$ cat src/rtl/fpdec_pkg.sv
package fpdec_pkg;

    localparam int WORD_W = 32;
    localparam int OPC_W  = 9;
    localparam int REG_W  = 5;
    localparam int CLS_W  = 3;

    typedef enum logic [CLS_W-1:0] {
        CLS_NONE = 3'd0,
        CLS_SGL  = 3'd1,
        CLS_DBL  = 3'd2,
        CLS_QUAD = 3'd3,
        CLS_RAW  = 3'd4,
        CLS_FCC  = 3'd5
    } opnd_cls_e;

    localparam logic [2:0] TRAP_BADREG = 3'd6;

    typedef struct packed {
        logic             vld;
        logic             ok;
        logic             unimpl;
        logic             badreg;
        logic [2:0]       trap;
        logic [1:0]       badfield;
        logic [OPC_W-1:0] opc;
        logic [REG_W-1:0] rs1;
        logic [REG_W-1:0] rs2;
        logic [REG_W-1:0] rd;
        opnd_cls_e        c1;
        opnd_cls_e        c2;
        opnd_cls_e        cd;
    } dec_t;

endpackage

$ cat src/rtl/fpdec_optable.sv
module fpdec_optable
    import fpdec_pkg::*;
(
    input  logic             grp_two,
    input  logic [OPC_W-1:0] opc,
    output logic             known,
    output opnd_cls_e        c1,
    output opnd_cls_e        c2,
    output opnd_cls_e        cd
);
    always_comb begin
        known = 1'b1;
        c1    = CLS_NONE;
        c2    = CLS_NONE;
        cd    = CLS_NONE;
        if (grp_two) begin
            case (opc)
                9'h051, 9'h055: begin c1 = CLS_SGL;  c2 = CLS_SGL;  cd = CLS_FCC; end
                9'h052, 9'h056: begin c1 = CLS_DBL;  c2 = CLS_DBL;  cd = CLS_FCC; end
                9'h053, 9'h057: begin c1 = CLS_QUAD; c2 = CLS_QUAD; cd = CLS_FCC; end
                default: known = 1'b0;
            endcase
        end else begin
            case (opc)
                9'h001, 9'h005, 9'h009: begin c2 = CLS_RAW; cd = CLS_RAW; end
                9'h029: begin c2 = CLS_SGL;  cd = CLS_SGL;  end
                9'h02A: begin c2 = CLS_DBL;  cd = CLS_DBL;  end
                9'h02B: begin c2 = CLS_QUAD; cd = CLS_QUAD; end
                9'h041, 9'h045, 9'h049, 9'h04D: begin c1 = CLS_SGL;  c2 = CLS_SGL;  cd = CLS_SGL;  end
                9'h042, 9'h046, 9'h04A, 9'h04E: begin c1 = CLS_DBL;  c2 = CLS_DBL;  cd = CLS_DBL;  end
                9'h043, 9'h047, 9'h04B, 9'h04F: begin c1 = CLS_QUAD; c2 = CLS_QUAD; cd = CLS_QUAD; end
                9'h069: begin c1 = CLS_SGL; c2 = CLS_SGL; cd = CLS_DBL;  end
                9'h06E: begin c1 = CLS_DBL; c2 = CLS_DBL; cd = CLS_QUAD; end
                9'h0C4: begin c2 = CLS_RAW;  cd = CLS_SGL;  end
                9'h0C8: begin c2 = CLS_RAW;  cd = CLS_DBL;  end
                9'h0CC: begin c2 = CLS_RAW;  cd = CLS_QUAD; end
                9'h0C6: begin c2 = CLS_DBL;  cd = CLS_SGL;  end
                9'h0C7: begin c2 = CLS_QUAD; cd = CLS_SGL;  end
                9'h0C9: begin c2 = CLS_SGL;  cd = CLS_DBL;  end
                9'h0CB: begin c2 = CLS_QUAD; cd = CLS_DBL;  end
                9'h0CD: begin c2 = CLS_SGL;  cd = CLS_QUAD; end
                9'h0CE: begin c2 = CLS_DBL;  cd = CLS_QUAD; end
                9'h0D1: begin c2 = CLS_SGL;  cd = CLS_RAW;  end
                9'h0D2: begin c2 = CLS_DBL;  cd = CLS_RAW;  end
                9'h0D3: begin c2 = CLS_QUAD; cd = CLS_RAW;  end
                default: known = 1'b0;
            endcase
        end
    end
endmodule

$ cat src/rtl/fpdec_regchk.sv
module fpdec_regchk
    import fpdec_pkg::*;
#(
    parameter int NUM_W = REG_W
) (
    input  opnd_cls_e        cls,
    input  logic [NUM_W-1:0] num,
    output logic             bad
);
    always_comb begin
        case (cls)
            CLS_QUAD: bad = |num[1:0];
            CLS_DBL:  bad = num[0];
            CLS_FCC:  bad = |num;
            default:  bad = 1'b0;
        endcase
    end
endmodule

$ cat src/rtl/fpdec_top.sv
module fpdec_top
    import fpdec_pkg::*;
#(
    parameter logic [WORD_W-1:0] GRP_MASK = 32'hC1F8_0000,
    parameter logic [WORD_W-1:0] GRP_ONE  = 32'h81A0_0000,
    parameter logic [WORD_W-1:0] GRP_TWO  = 32'h81A8_0000
) (
    input  logic              clk,
    input  logic              rst_n,
    input  logic              in_vld,
    input  logic [WORD_W-1:0] in_insn,
    output logic              out_vld,
    output logic              out_ok,
    output logic              out_unimpl,
    output logic              out_badreg,
    output logic [2:0]        out_trap,
    output logic [1:0]        out_badfield,
    output logic [OPC_W-1:0]  out_opc,
    output logic [REG_W-1:0]  out_rs1,
    output logic [REG_W-1:0]  out_rs2,
    output logic [REG_W-1:0]  out_rd,
    output logic [CLS_W-1:0]  out_cls_rs1,
    output logic [CLS_W-1:0]  out_cls_rs2,
    output logic [CLS_W-1:0]  out_cls_rd
);
    localparam int OPC_LSB = 5;
    localparam int RS2_LSB = 0;
    localparam int RS1_LSB = OPC_LSB + OPC_W;
    localparam int RD_LSB  = 25;
    localparam int N_OPND  = 3;

    logic                        in_g1, in_g2, tbl_known;
    opnd_cls_e                   t_c1, t_c2, t_cd;
    opnd_cls_e                   cls_arr [N_OPND];
    logic [N_OPND-1:0][REG_W-1:0] num_arr;
    logic [N_OPND-1:0]           bad_arr;
    dec_t                        res_d, res_q;

    assign in_g1 = (in_insn & GRP_MASK) == GRP_ONE;
    assign in_g2 = (in_insn & GRP_MASK) == GRP_TWO;

    fpdec_optable u_tbl (
        .grp_two (in_g2),
        .opc     (in_insn[OPC_LSB +: OPC_W]),
        .known   (tbl_known),
        .c1      (t_c1),
        .c2      (t_c2),
        .cd      (t_cd)
    );

    assign cls_arr[0] = t_c1;
    assign cls_arr[1] = t_c2;
    assign cls_arr[2] = t_cd;
    assign num_arr[0] = in_insn[RS1_LSB +: REG_W];
    assign num_arr[1] = in_insn[RS2_LSB +: REG_W];
    assign num_arr[2] = in_insn[RD_LSB  +: REG_W];

    for (genvar g = 0; g < N_OPND; g++) begin : g_chk
        fpdec_regchk #(.NUM_W(REG_W)) u_chk (
            .cls (cls_arr[g]),
            .num (num_arr[g]),
            .bad (bad_arr[g])
        );
    end

    always_comb begin
        res_d = '0;
        if (in_vld) begin
            res_d.vld = 1'b1;
            res_d.opc = in_insn[OPC_LSB +: OPC_W];
            res_d.rs1 = num_arr[0];
            res_d.rs2 = num_arr[1];
            res_d.rd  = num_arr[2];
            if ((in_g1 || in_g2) && tbl_known) begin
                res_d.c1 = t_c1;
                res_d.c2 = t_c2;
                res_d.cd = t_cd;
                if (bad_arr[0])      res_d.badfield = 2'd1;
                else if (bad_arr[1]) res_d.badfield = 2'd2;
                else if (bad_arr[2]) res_d.badfield = 2'd3;
                res_d.badreg = |bad_arr;
                res_d.ok     = ~|bad_arr;
                res_d.trap   = (|bad_arr) ? TRAP_BADREG : 3'd0;
            end else begin
                res_d.unimpl = 1'b1;
            end
        end
    end

    always_ff @(posedge clk or negedge rst_n) begin
        if (!rst_n) res_q <= '0;
        else        res_q <= res_d;
    end

    assign out_vld      = res_q.vld;
    assign out_ok       = res_q.ok;
    assign out_unimpl   = res_q.unimpl;
    assign out_badreg   = res_q.badreg;
    assign out_trap     = res_q.trap;
    assign out_badfield = res_q.badfield;
    assign out_opc      = res_q.opc;
    assign out_rs1      = res_q.rs1;
    assign out_rs2      = res_q.rs2;
    assign out_rd       = res_q.rd;
    assign out_cls_rs1  = res_q.c1;
    assign out_cls_rs2  = res_q.c2;
    assign out_cls_rd   = res_q.cd;
endmodule

$ cat config.mk
export PLATFORM = sky130hd
export DESIGN_NAME = fpdec_top
export DESIGN_NICKNAME = d
export VERILOG_FILES = /design/src/rtl/fpdec_pkg.sv /design/src/rtl/fpdec_optable.sv /design/src/rtl/fpdec_regchk.sv /design/src/rtl/fpdec_top.sv
export SDC_FILE = /design/constraint.sdc
export NUM_CORES = 1
export LEC_CHECK = 0
export BUFFER_PORTS_ARGS = -buffer_cell sky130_fd_sc_hd__buf_2
export CAP_MARGIN = 20
export CELL_PAD_IN_SITES_DETAIL_PLACEMENT = 1
export CELL_PAD_IN_SITES_GLOBAL_PLACEMENT = 2
export CORE_UTILIZATION = 28
export CTS_CLUSTER_SIZE = 25
export DETAILED_ROUTE_END_ITERATION = 12
export GPL_ROUTABILITY_DRIVEN = 0
export GPL_TIMING_DRIVEN = 0
export PLACE_DENSITY_LB_ADDON = 0.1
export SYNTH_ARGS = -nofsm -noshare
export SYNTH_HDL_FRONTEND = slang
export SYNTH_SLANG_ARGS = --single-unit
$ cat constraint.sdc
create_clock -name clk -period 0.9 [get_ports clk]
set_clock_uncertainty 0.15 [all_clocks]
set_input_delay 0.18 -clock clk [delete_from_list [all_inputs] [get_ports clk]]
set_output_delay 0.18 -clock clk [all_outputs]
set_load 0.01 [all_outputs]
==> results of run 1 <==
-- metal layers --
metal	vias to the layer above	routed length [um]	part of all wire, %
met5	-	0	0
met4	0	61	1.1
met3	6	269	4.8
met2	67	2660	47
met1	869	2650	47
li1	854	-	-
-- Yosys cell counts, drive strengths merged (2+ instances only) --
cell type | count | share of area (%)
dfrtp | 38 | 48
and2 | 18 | 5.7
nor2 | 18 | 3.4
buf | 12 | 4.2
a21oi | 9 | 2.3
nand2 | 8 | 1.5
nand3 | 8 | 2.0
inv | 7 | 1.3
o21ai | 7 | 2.0
nor2b | 5 | 1.6
nor3 | 5 | 2.0
and3 | 4 | 1.3
nand4 | 4 | 1.6
nor3b | 4 | 1.5
a31oi | 3 | 1.6
clkbuf | 3 | 0.57
nand2b | 3 | 0.96
nor4b | 3 | 2.4
a211oi | 2 | 1.3
a32oi | 2 | 0.89
mux2i | 2 | 1.0
o211ai | 2 | 0.76
o22ai | 2 | 0.64
o2bb2ai | 2 | 0.89
o32ai | 2 | 1.3
or4 | 2 | 0.76
-- flip-flops by register name (all words and copies together), names as in the netlist --
name,cells
out_rd,5
out_trap,1
out_opc,9
out_cls_rs1,2
out_ok,1
out_rs2,5
out_rs1,5
out_unimpl,1
out_cls_rs2,3
out_cls_rd,3
out_badfield,2
out_vld,1
-- path summary, 6_finish.rpt --
| check | to | start | slack (ns) |
|---|---|---|---|
| worst max-delay path | out_ok$_DFF_PN0_ | in_insn[9] | -0.97 |
| worst min-delay path | out_rs1[2]$_DFF_PN0_ | rst_n | -0.16 |
| max in group asynchronous | out_unimpl$_DFF_PN0_ | rst_n | 0.24 |
| min in group clk | out_rs2[4]$_DFF_PN0_ | in_insn[4] | -0.06 |
-- through the flow --
| stage | cells | utilization [%] | worst slack, ns |
|---|---|---|---|
| 2_1_floorplan | 193 | - | -0.934 |
| 3_3_place_gp | 360 | 36.6 | -1.42 |
| 3_5_place_dp | 360 | 36.6 | -1.39 |
| 4_1_cts | 376 | 40.8 | -0.961 |
| 5_1_grt | 379 | 42.9 | -1.05 |
| 6_report | 379 | 42.9 | -0.973 |
-- cell type report --
| cell class | count | area share [%] |
|---|---|---|
| Multi-Input combinational cell | 132 | 35.6 |
| Buffer | 14 | 4.46 |
| Timing Repair Buffer | 83 | 18.4 |
| Inverter | 8 | 1.07 |
| Clock buffer | 5 | 2.36 |
| Clock inverter | 3 | 1.37 |
| Tap cell | 96 | 4.12 |
| Sequential cell | 38 | 32.6 |
-- cell families (layout without fill, tap and decap cells) --
| family | after synthesis | in the layout | share of synthesized area (%) |
|---|---|---|---|
| AO/OA/AOI/OAI | 38 | 38 | 15.6 |
| buffers and inverters | 23 | 113 | 6.31 |
| flip-flops | 38 | 38 | 48.4 |
| multiplexers | 2 | 2 | 1.02 |
| other | 1 | 2 | 0.191 |
| AND/OR/NAND/NOR | 90 | 90 | 28.5 |
-- power groups by stage --
stage / clock, uW / combinational (uW) / sequential, uW
floorplan: 0 / 239 / 1850
global placement: 0 / 528 / 1810
detailed placement: 0 / 527 / 1810
CTS: 1440 / 586 / 1780
global route: 1530 / 685 / 1780
finish: 1390 / 625 / 1780
-- timing repair --
action,CTS,global route
gates resized for setup,22,23
pin swaps,9,7
hold buffers,1,1
cloned,0,1
endpoints found under the setup margin,59,53
buffers inserted,8,1
endpoints found under the hold margin,52,52
==> flow_summary_export.csv, run 1 <==
group,metric,value,unit
outcome,status,"finished with violations",
outcome,violations,"hold timing, setup timing",
detailed_routing,first_iter_violations,51,
timing,tightest_slew,0.831,ns
global_routing,globalRoute.totalOverflow,0,
die,die_h,85.8,um
setup_path,arrival,1.89,ns
detailed_routing,routedWlPerCell,14.9,um
placed_design,hpwlAfterDp,4250,um
global_routing,met2_usage,25.1,%
finish,regArea,951,um2
clock_network,clockBufferDepth,2,
power,switching_power,936,uW
detailed_routing,vias_per_cell,4.74,
die,ios,77,
yosys,ys_ff_latch,38,
clock_network,cts_sinks,38,
power,clkPwrFrac,36.7,%
finish,multi_input_area,1040,um2
timing,tns,-20.06,ns
setup_path,crit_chain,"buf_8 > nor4b_4 > a31oi_4 > o32ai_2 > o211ai_1 > a211oi_2 > a211oi_4 > nor3b_2",
placed_design,io_buffers,71,
die,die_w,85.8,um
setup_path,slowest_delay,0.38,ns
power,power.internal,2860,uW
timing,setup_viol,54,
yosys,syn_area_per_cell,10.2,um2
power,power_leakage,0.00137,uW
clock_network,cts_tree,"done",
finish,diodes,0,
finish,fin_area,2920,um2
detailed_routing,ant_nets,0,
power,combinationalPowerShare,16.5,%
timing,setup_slack,-0.973,ns
setup_path,criticalPathCategory,"in -> reg",
timing,hold_viol,51,
die,die_area,7350,um2
finish,final_cell_mix,"buf_2 (62), dfrtp_1 (38), nor2_1 (18), and2_1 (18), buf_6 (14)",
global_routing,use_met3,2.89,%
global_routing,track_usage,15.7,%
finish,synthToLayoutAreaGrowth,48.4,%
power,peakVddDrop,0.000548,V
timing,rsz0062_at_grt,"yes",
global_routing,grt_pass1_wl,8940,um
setup_path,cp.required,0.91,ns
timing,period_share,208,%
power,p_sw_share,24.6,%
global_routing,gr-usage-met1,21.1,%
hold_path,hold_path.class,"in -> async",
setup_path,cp_num_buf_inv,1,
global_routing,grt_start_max_net_pins,39,
finish,fillCellCount,782,
yosys,synth_cells,192,
yosys,synth-edff-count,0,
power,total_power,3800,uW
setup_path,timing.critical_path.slowest_stage_cell,"nor4b_4",
clock_network,cts_htree_levels,2,
timing,drv_slew,0,
setup_path,path_delay_family,"compound AO/OA/AOI/OAI gates",
setup_path,critPathCaptureType,"register",
finish,final_common_cell,"buf_2",
timing,holdWs,-0.164,ns
power,seqPwrFrac,46.8,%
setup_path,start_kind,"input port",
yosys,syn_area,1960,um2
detailed_routing,vias,1796,
finish,drive_above_1_share,46.3,%
clock_network,clk_pin_slew,0.08,ns
clock_network,cts_buffers,5,
global_routing,busiest_layer,"met2",
yosys,synth_async_sr_flop_share,100,%
finish,fin_nets,317,
timing,min_period,1.87,ns
die,start_util,28.9,%
detailed_routing,remaining_drc_errors,0,
detailed_routing,detailedRoute.firstPassIterationCount,4,
die,core_area,6790,um2
power,pwr_density_cell,1300,nW/um2
job,max_cap_violations,0,
global_routing,antenna_found_initial,0,
detailed_routing,totalWireLength,5640,um
yosys,ys_types,54,
die,rows,30,
setup_path,cp.depth,8,
placed_design,postPlaceCellArea,2490,um2
yosys,ys.flop_type,"dfrtp_1",
yosys,yosysSeqAreaShare,48.4,%
global_routing,grt_pass1_vias,1798,
yosys,yosysWarnings,0,
timing,max_slew_margin,44.6,%
clock_network,cts-root-buf,"clkbuf_8",
setup_path,cp_max_fo,8,
timing,max_freq,0.534,GHz
Power figures use the tool's default switching activity.
==> inputs of run 2 (changes only) <==
--- a/config.mk
+++ b/config.mk
@@ -6,14 +6,13 @@
 export NUM_CORES = 1
 export LEC_CHECK = 0
 export BUFFER_PORTS_ARGS = -buffer_cell sky130_fd_sc_hd__buf_2
-export CAP_MARGIN = 20
+export CAP_MARGIN = 40
 export CELL_PAD_IN_SITES_DETAIL_PLACEMENT = 1
 export CELL_PAD_IN_SITES_GLOBAL_PLACEMENT = 2
 export CORE_UTILIZATION = 28
 export CTS_CLUSTER_SIZE = 25
 export DETAILED_ROUTE_END_ITERATION = 12
 export GPL_ROUTABILITY_DRIVEN = 0
-export GPL_TIMING_DRIVEN = 0
 export PLACE_DENSITY_LB_ADDON = 0.1
 export SYNTH_ARGS = -nofsm -noshare
 export SYNTH_HDL_FRONTEND = slang
==> run 2 against run 1 <==
- the flow still finishes with violations (hold timing, setup timing)
- global-route usage is 1.0 points higher
- wire length is 8.5% higher
- critical path depth is 2 higher
- via count is 6.3% higher
- sequential cell count stayed put
- count of clock-buffer cells in the layout is 1 higher
- die area stayed put
- critical path type unchanged
- largest cell class unchanged
==> flow_summary_export.csv, run 2 (synthesis gave the netlist of run 1 again) <==
group,metric,value,unit
timing,holdWs,-0.0513,ns
clock_network,cts_buffers,5,
global_routing,grt_pass1_wl,9430,um
die,ios,77,
detailed_routing,top_layer,"met4",
global_routing,track_usage,16.7,%
die,die_w,85.8,um
job,max_cap_violations,0,
global_routing,globalRoute.totalOverflow,0,
setup_path,cp_max_fo,4,
setup_path,critPathCaptureType,"register",
outcome,violations,"hold timing, setup timing",
detailed_routing,met2_length,3030,um
detailed_routing,totalWireLength,6110,um
die,rows,30,
power,pwr_density_cell,1310,nW/um2
global_routing,grt_pass1_vias,1838,
timing,rsz0062_at_grt,"yes",
die,start_util,28.9,%
clock_network,clk_pin_slew,0.08,ns
finish,fin_util,48.3,%
timing,setup_viol,54,
power,peakVddDrop,0.000498,V
detailed_routing,first_iter_violations,18,
finish,final_cell_mix,"buf_2 (64), buf_4 (53), dfrtp_1 (38)",
timing,hold_viol,13,
placed_design,postPlaceCellArea,2750,um2
clock_network,cts_htree_levels,2,
detailed_routing,wl_met3,235,um
detailed_routing,routedWlPerCell,14.7,um
finish,synthToLayoutAreaGrowth,67.2,%
timing,max_freq,0.552,GHz
timing,drv_slew,0,
hold_path,worst_hold_startpoint,"in_insn[4]",
finish,fin_cells,415,
placed_design,hpwlAfterDp,4640,um
detailed_routing,remaining_drc_errors,0,
detailed_routing,wl_met1,2770,um
hold_path,whs_path_depth,2,
die,core_area,6790,um2
finish,final_common_cell,"buf_2",
timing,setup_slack,-0.912,ns
clock_network,clockBufferDepth,2,
placed_design,dp.cells,395,
clock_network,cts_tree,"done",
finish,drive_above_1_share,58.0,%
setup_path,start_kind,"input port",
setup_path,cp.required,0.94,ns
hold_path,hold_path.class,"in -> reg",
hold_path,min_to,"out_rs2[4]$_DFF_PN0_",
timing,min_period,1.81,ns
placed_design,io_buffers,74,
finish,diodes,0,
global_routing,grt_start_max_net_pins,39,
finish,fin_area,3280,um2
die,die_area,7350,um2
detailed_routing,vias,1910,
clock_network,cts_sinks,38,
setup_path,criticalPathCategory,"in -> reg",
finish,fin_nets,353,
outcome,status,"finished with violations",
detailed_routing,detailedRoute.firstPassIterationCount,4,
clock_network,cts-root-buf,"clkbuf_8",
die,die_h,85.8,um
finish,largest_register_ffs,9,
detailed_routing,ant_nets,0,
global_routing,antenna_found_initial,0,
timing,period_share,201,%
setup_path,arrival,1.86,ns
power,power_leakage,0.00158,uW
detailed_routing,vias_per_cell,4.60,
==> run 2: cell count changes in the layout (fill, tap and decap cells not counted), sizes merged <==
cell	change
clkinv	-2
bufinv	+1
buf	+39
clkbuf	-2
==> run 2: critical path, stage by stage <==
cell,delay (ns)
buf_12,0.11
nor4b_4,0.31
buf_4,0.18
nand2b_4,0.07
buf_4,0.14
mux2i_1,0.12
a22o_1,0.21
a21oi_2,0.08
or2_1,0.26
a21oi_1,0.21
==> run 2: worst max path at each step <==
stage	slack (ns)	start	to
3_3_place_gp	-1.25	in_insn[13]	out_ok$_DFF_PN0_
3_5_place_dp	-1.36	in_insn[13]	out_badfield[0]$_DFF_PN0_
6_report	-0.91	in_insn[10]	out_trap[1]$_DFF_PN0_
5_1_grt	-1.02	in_insn[9]	out_trap[1]$_DFF_PN0_
2_1_floorplan	-0.93	in_insn[10]	out_ok$_DFF_PN0_
4_1_cts	-0.88	in_insn[9]	out_ok$_DFF_PN0_
==> run 2: metal layers <==
metal | vias up | GRT usage, %
met2 | 56 | 28.3
li1 | 930 | -
met4 | 0 | 5.00
met3 | 7 | 2.31
met5 | - | 0
met1 | 917 | 22.3
==> run 2: power by group <==
| part | internal, uW | total, uW | switching (uW) |
|---|---|---|---|
| Combinational | 365 | 739 | 374 |
| Clock | 1180 | 1780 | 598 |
| Sequential | 1760 | 1780 | 14.9 |
==> run 2: metrics by stage <==
stage	hold WS (ns)	setup TNS [ns]	worst slack (ns)	power, uW
2_1_floorplan	-0.266	-10.43	-0.934	2090
3_3_place_gp	0.0104	-16.71	-1.25	2430
3_5_place_dp	0.0223	-17.46	-1.36	2430
4_1_cts	-0.0594	-18.92	-0.880	4310
5_1_grt	-0.0578	-20.95	-1.02	4470
6_report	-0.0513	-18.73	-0.912	4300
==> run 2: area by class of cell <==
cell class | instances | area (um2)
multi-input combinational | 132 | 1110
inverter | 8 | 31.3
clock buffer | 6 | 82.6
clock inverter | 2 | 60.1
tap | 96 | 120
sequential | 38 | 951
timing repair buffer | 133 | 926
fill | 773 | 3510
==> run 2: timing repair <==
action,in CTS,in global routing
resized for setup,38,24
pin swaps,20,10
hold buffers,1,1
hold endpoints to repair,54,14
buffers inserted,8,2
endpoints found under the setup margin,53,53
==> inputs of run 3 (changes only) <==
--- a/config.mk
+++ b/config.mk
@@ -9,11 +9,12 @@
 export CAP_MARGIN = 40
 export CELL_PAD_IN_SITES_DETAIL_PLACEMENT = 1
 export CELL_PAD_IN_SITES_GLOBAL_PLACEMENT = 2
-export CORE_UTILIZATION = 28
+export CORE_UTILIZATION = 29
 export CTS_CLUSTER_SIZE = 25
 export DETAILED_ROUTE_END_ITERATION = 12
 export GPL_ROUTABILITY_DRIVEN = 0
 export PLACE_DENSITY_LB_ADDON = 0.1
 export SYNTH_ARGS = -nofsm -noshare
 export SYNTH_HDL_FRONTEND = slang
+export SYNTH_HIERARCHICAL = 1
 export SYNTH_SLANG_ARGS = --single-unit
==> run 3 against run 2 <==
- clock power fell by 16%
- area after synthesis rose by 2.1%
- largest power group unchanged
- total power fell by 6.8%
- the flow still finishes with violations (hold timing, setup timing)
- die area fell by 1.4%
- critical path type unchanged
- largest cell class unchanged
- cell count fell by 7.7%
- non-clock buffer count fell by 9
- first-iteration DRC count rose by 120%
- worst hold slack improved by 0.016 ns
- via count fell by 2.1%
==> flow_summary_export.csv, run 3 <==
group,metric,value,unit
outcome,status,"finished with violations",
outcome,violations,"hold timing, setup timing",
yosys,yosysWarnings,6,
timing,setup_slack,-1.31,ns
detailed_routing,remaining_drc_errors,0,
setup_path,start_kind,"input port",
finish,fin_util,48.2,%
die,die_w,85.2,um
detailed_routing,detailedRoute.firstPassIterationCount,4,
power,pwr_density_cell,1280,nW/um2
die,rows,29,
power,power_leakage,0.00161,uW
global_routing,grt_pass1_vias,1966,
timing,tightest_slew,0.504,ns
job,max_cap_violations,0,
finish,fin_nets,340,
timing,holdWs,-0.0356,ns
global_routing,globalRoute.totalOverflow,0,
finish,final_common_cell,"buf_2",
yosys,ys_top_cells_by_count,"dfrtp_1 (39), and2_1 (25), nor2_1 (8)",
setup_path,cpMostUsedCell,"buf_4",
hold_path,min_to,"out_rd[2]$_DFF_PN0_",
die,die_area,7250,um2
die,start_util,30.9,%
timing,period_share,246,%
yosys,syn_area,2010,um2
timing,max_freq,0.452,GHz
setup_path,cp.required,0.93,ns
yosys,ys_types,53,
yosys,synth_async_sr_flop_share,100,%
detailed_routing,vias,1869,
yosys,syn_area_per_cell,10.7,um2
timing,drv_slew,0,
global_routing,grt_pass1_wl,9870,um
finish,fin_area,3130,um2
global_routing,antenna_found_initial,0,
timing,rsz0062_at_grt,"yes",
finish,drive_above_1_share,56.2,%
setup_path,timing.critical_path.slowest_stage_cell,"o31a_1",
timing,min_period,2.21,ns
placed_design,io_buffers,75,
die,ios,77,
finish,largest_register_ffs,9,
yosys,synthTopCellsByArea,"dfrtp_1 (49%), and2_1 (7.8%), buf_4 (2.2%)",
finish,fillCellCount,766,
yosys,yosysSeqAreaShare,48.7,%
clock_network,cts_buffers,5,
detailed_routing,ant_nets,0,
clock_network,cts_sinks,39,
clock_network,ctsHoldBuffers,1,
placed_design,postPlaceCellArea,2740,um2
placed_design,pre_cts_slack,-1.76,ns
setup_path,criticalPathCategory,"in -> reg",
timing,setup_viol,54,
detailed_routing,routedWlPerCell,15.3,um
finish,synthToLayoutAreaGrowth,56.1,%
setup_path,critPathCaptureType,"register",
yosys,ys.flop_type,"dfrtp_1",
setup_path,arrival,2.24,ns
detailed_routing,first_iter_violations,40,
yosys,synth_fp_nets,223,
clock_network,cts_tree,"done",
yosys,synth_top_area_share,48.7,%
global_routing,track_usage,17.2,%
yosys,synth.most_common_cell,"dfrtp_1",
yosys,synth_cells,188,
timing,max_slew_margin,65.5,%
yosys,synth_top_cell_by_area,"dfrtp_1",
power,peakVddDrop,0.000409,V
die,die_h,85.2,um
detailed_routing,vias_per_cell,4.88,
finish,final_cell_mix,"buf_2 (67), buf_4 (46), dfrtp_1 (39)",
setup_path,crit_chain,"buf_6 > nand4b_4 > nor4b_4 > and2_4 > nand2b_4 > buf_4 > nor2_1 > o31a_1 > buf_4 > nand3b_1 > nand3_2 > nor3_2 > and3b_2",
yosys,ys_ff_latch,39,
clock_network,cts_htree_levels,2,
hold_path,hold_path.class,"in -> reg",
setup_path,cp_max_fo,3,
hold_path,whs_path_depth,2,
setup_path,slowest_delay,0.33,ns
hold_path,worst_hold_startpoint,"in_insn[27]",
clock_network,clockBufferDepth,2,
global_routing,grt_start_max_net_pins,40,
yosys,synth-edff-count,0,
detailed_routing,totalWireLength,5860,um
die,core_area,6490,um2
finish,diodes,0,
placed_design,hpwlAfterDp,4350,um
timing,hold_viol,13,
clock_network,cts-root-buf,"clkbuf_8",
clock_network,clk_pin_slew,0.08,ns
[run 3: cell count changes in the layout (fill, tap and decap cells not counted), moves of 4 or more]
cell,delta
nor2_1,-9
and3_4,+7
buf_4,-7
and2_1,+6
nand3b_1,+6
nand2_1,-5
inv_1,-4
[run 3: how the worst max path moves through the flow]
stage,from,endpoint,depth (start not counted)
after floorplan,in_insn[30],out_badfield[1]$_DFF_PN0_,14
after global placement,in_insn[30],out_badfield[1]$_DFF_PN0_,13
after detailed placement,in_insn[30],out_trap[1]$_DFF_PN0_,12
after CTS,in_insn[30],out_badfield[1]$_DFF_PN0_,13
after global routing,in_insn[30],out_badfield[1]$_DFF_PN0_,13
final,in_insn[30],out_trap[1]$_DFF_PN0_,13
[run 3: cell type report]
cell class,count,area (um2),area share (%)
multi-input combinational,134,1120,35.8
tap,77,96.3,3.08
timing repair buffer,124,817,26.1
sequential,39,976,31.2
inverter,1,3.75,0.120
clock inverter,2,35.0,1.12
clock buffer,6,82.6,2.64
[run 3: critical path: cells and delay by family]
kind,cells,cell delay (ns)
buf+inv,3,0.34
compound gates,1,0.33
simple gates,9,1.38
[run 3: through the flow]
stage | setup TNS [ns] | instances | total power [uW]
6_report | -24.04 | 383 | 4010
2_1_floorplan | -21.18 | 188 | 2100
3_3_place_gp | -21.84 | 366 | 2460
3_5_place_dp | -22.02 | 366 | 2470
4_1_cts | -23.85 | 381 | 4030
5_1_grt | -26.53 | 383 | 4200
[run 3: metal layers]
metal	vias to the layer above	GRT usage (%)	part of all wire, %
met3	6	2.14	2.8
met2	36	30.7	52
met5	-	0	0
met4	0	5.08	1.2
met1	927	21.7	44
li1	900	-	-
[run 3: report_power, final]
part	internal, uW	switching [uW]
Sequential	1810	13.8
Clock	897	602
Combinational	345	340
Total	3050	956
[run 3: logic make-up after synthesis]
group | count (synthesis) | share of synthesized area, %
flip-flops | 39 | 48.7
AO/OA/AOI/OAI | 27 | 10.3
AND/OR/NAND/NOR | 99 | 33.9
other | 2 | 0.374
buffers and inverters | 16 | 4.62
XOR/XNOR | 5 | 2.18
[run 3: timing repair]
| action | in CTS | in global routing |
|---|---|---|
| endpoints found under the hold margin | 51 | 13 |
| gates resized for setup | 24 | 21 |
| buffers inserted | 5 | 2 |
| setup endpoints to repair | 54 | 54 |
| cloned | 1 | 0 |
| pin swaps | 15 | 18 |
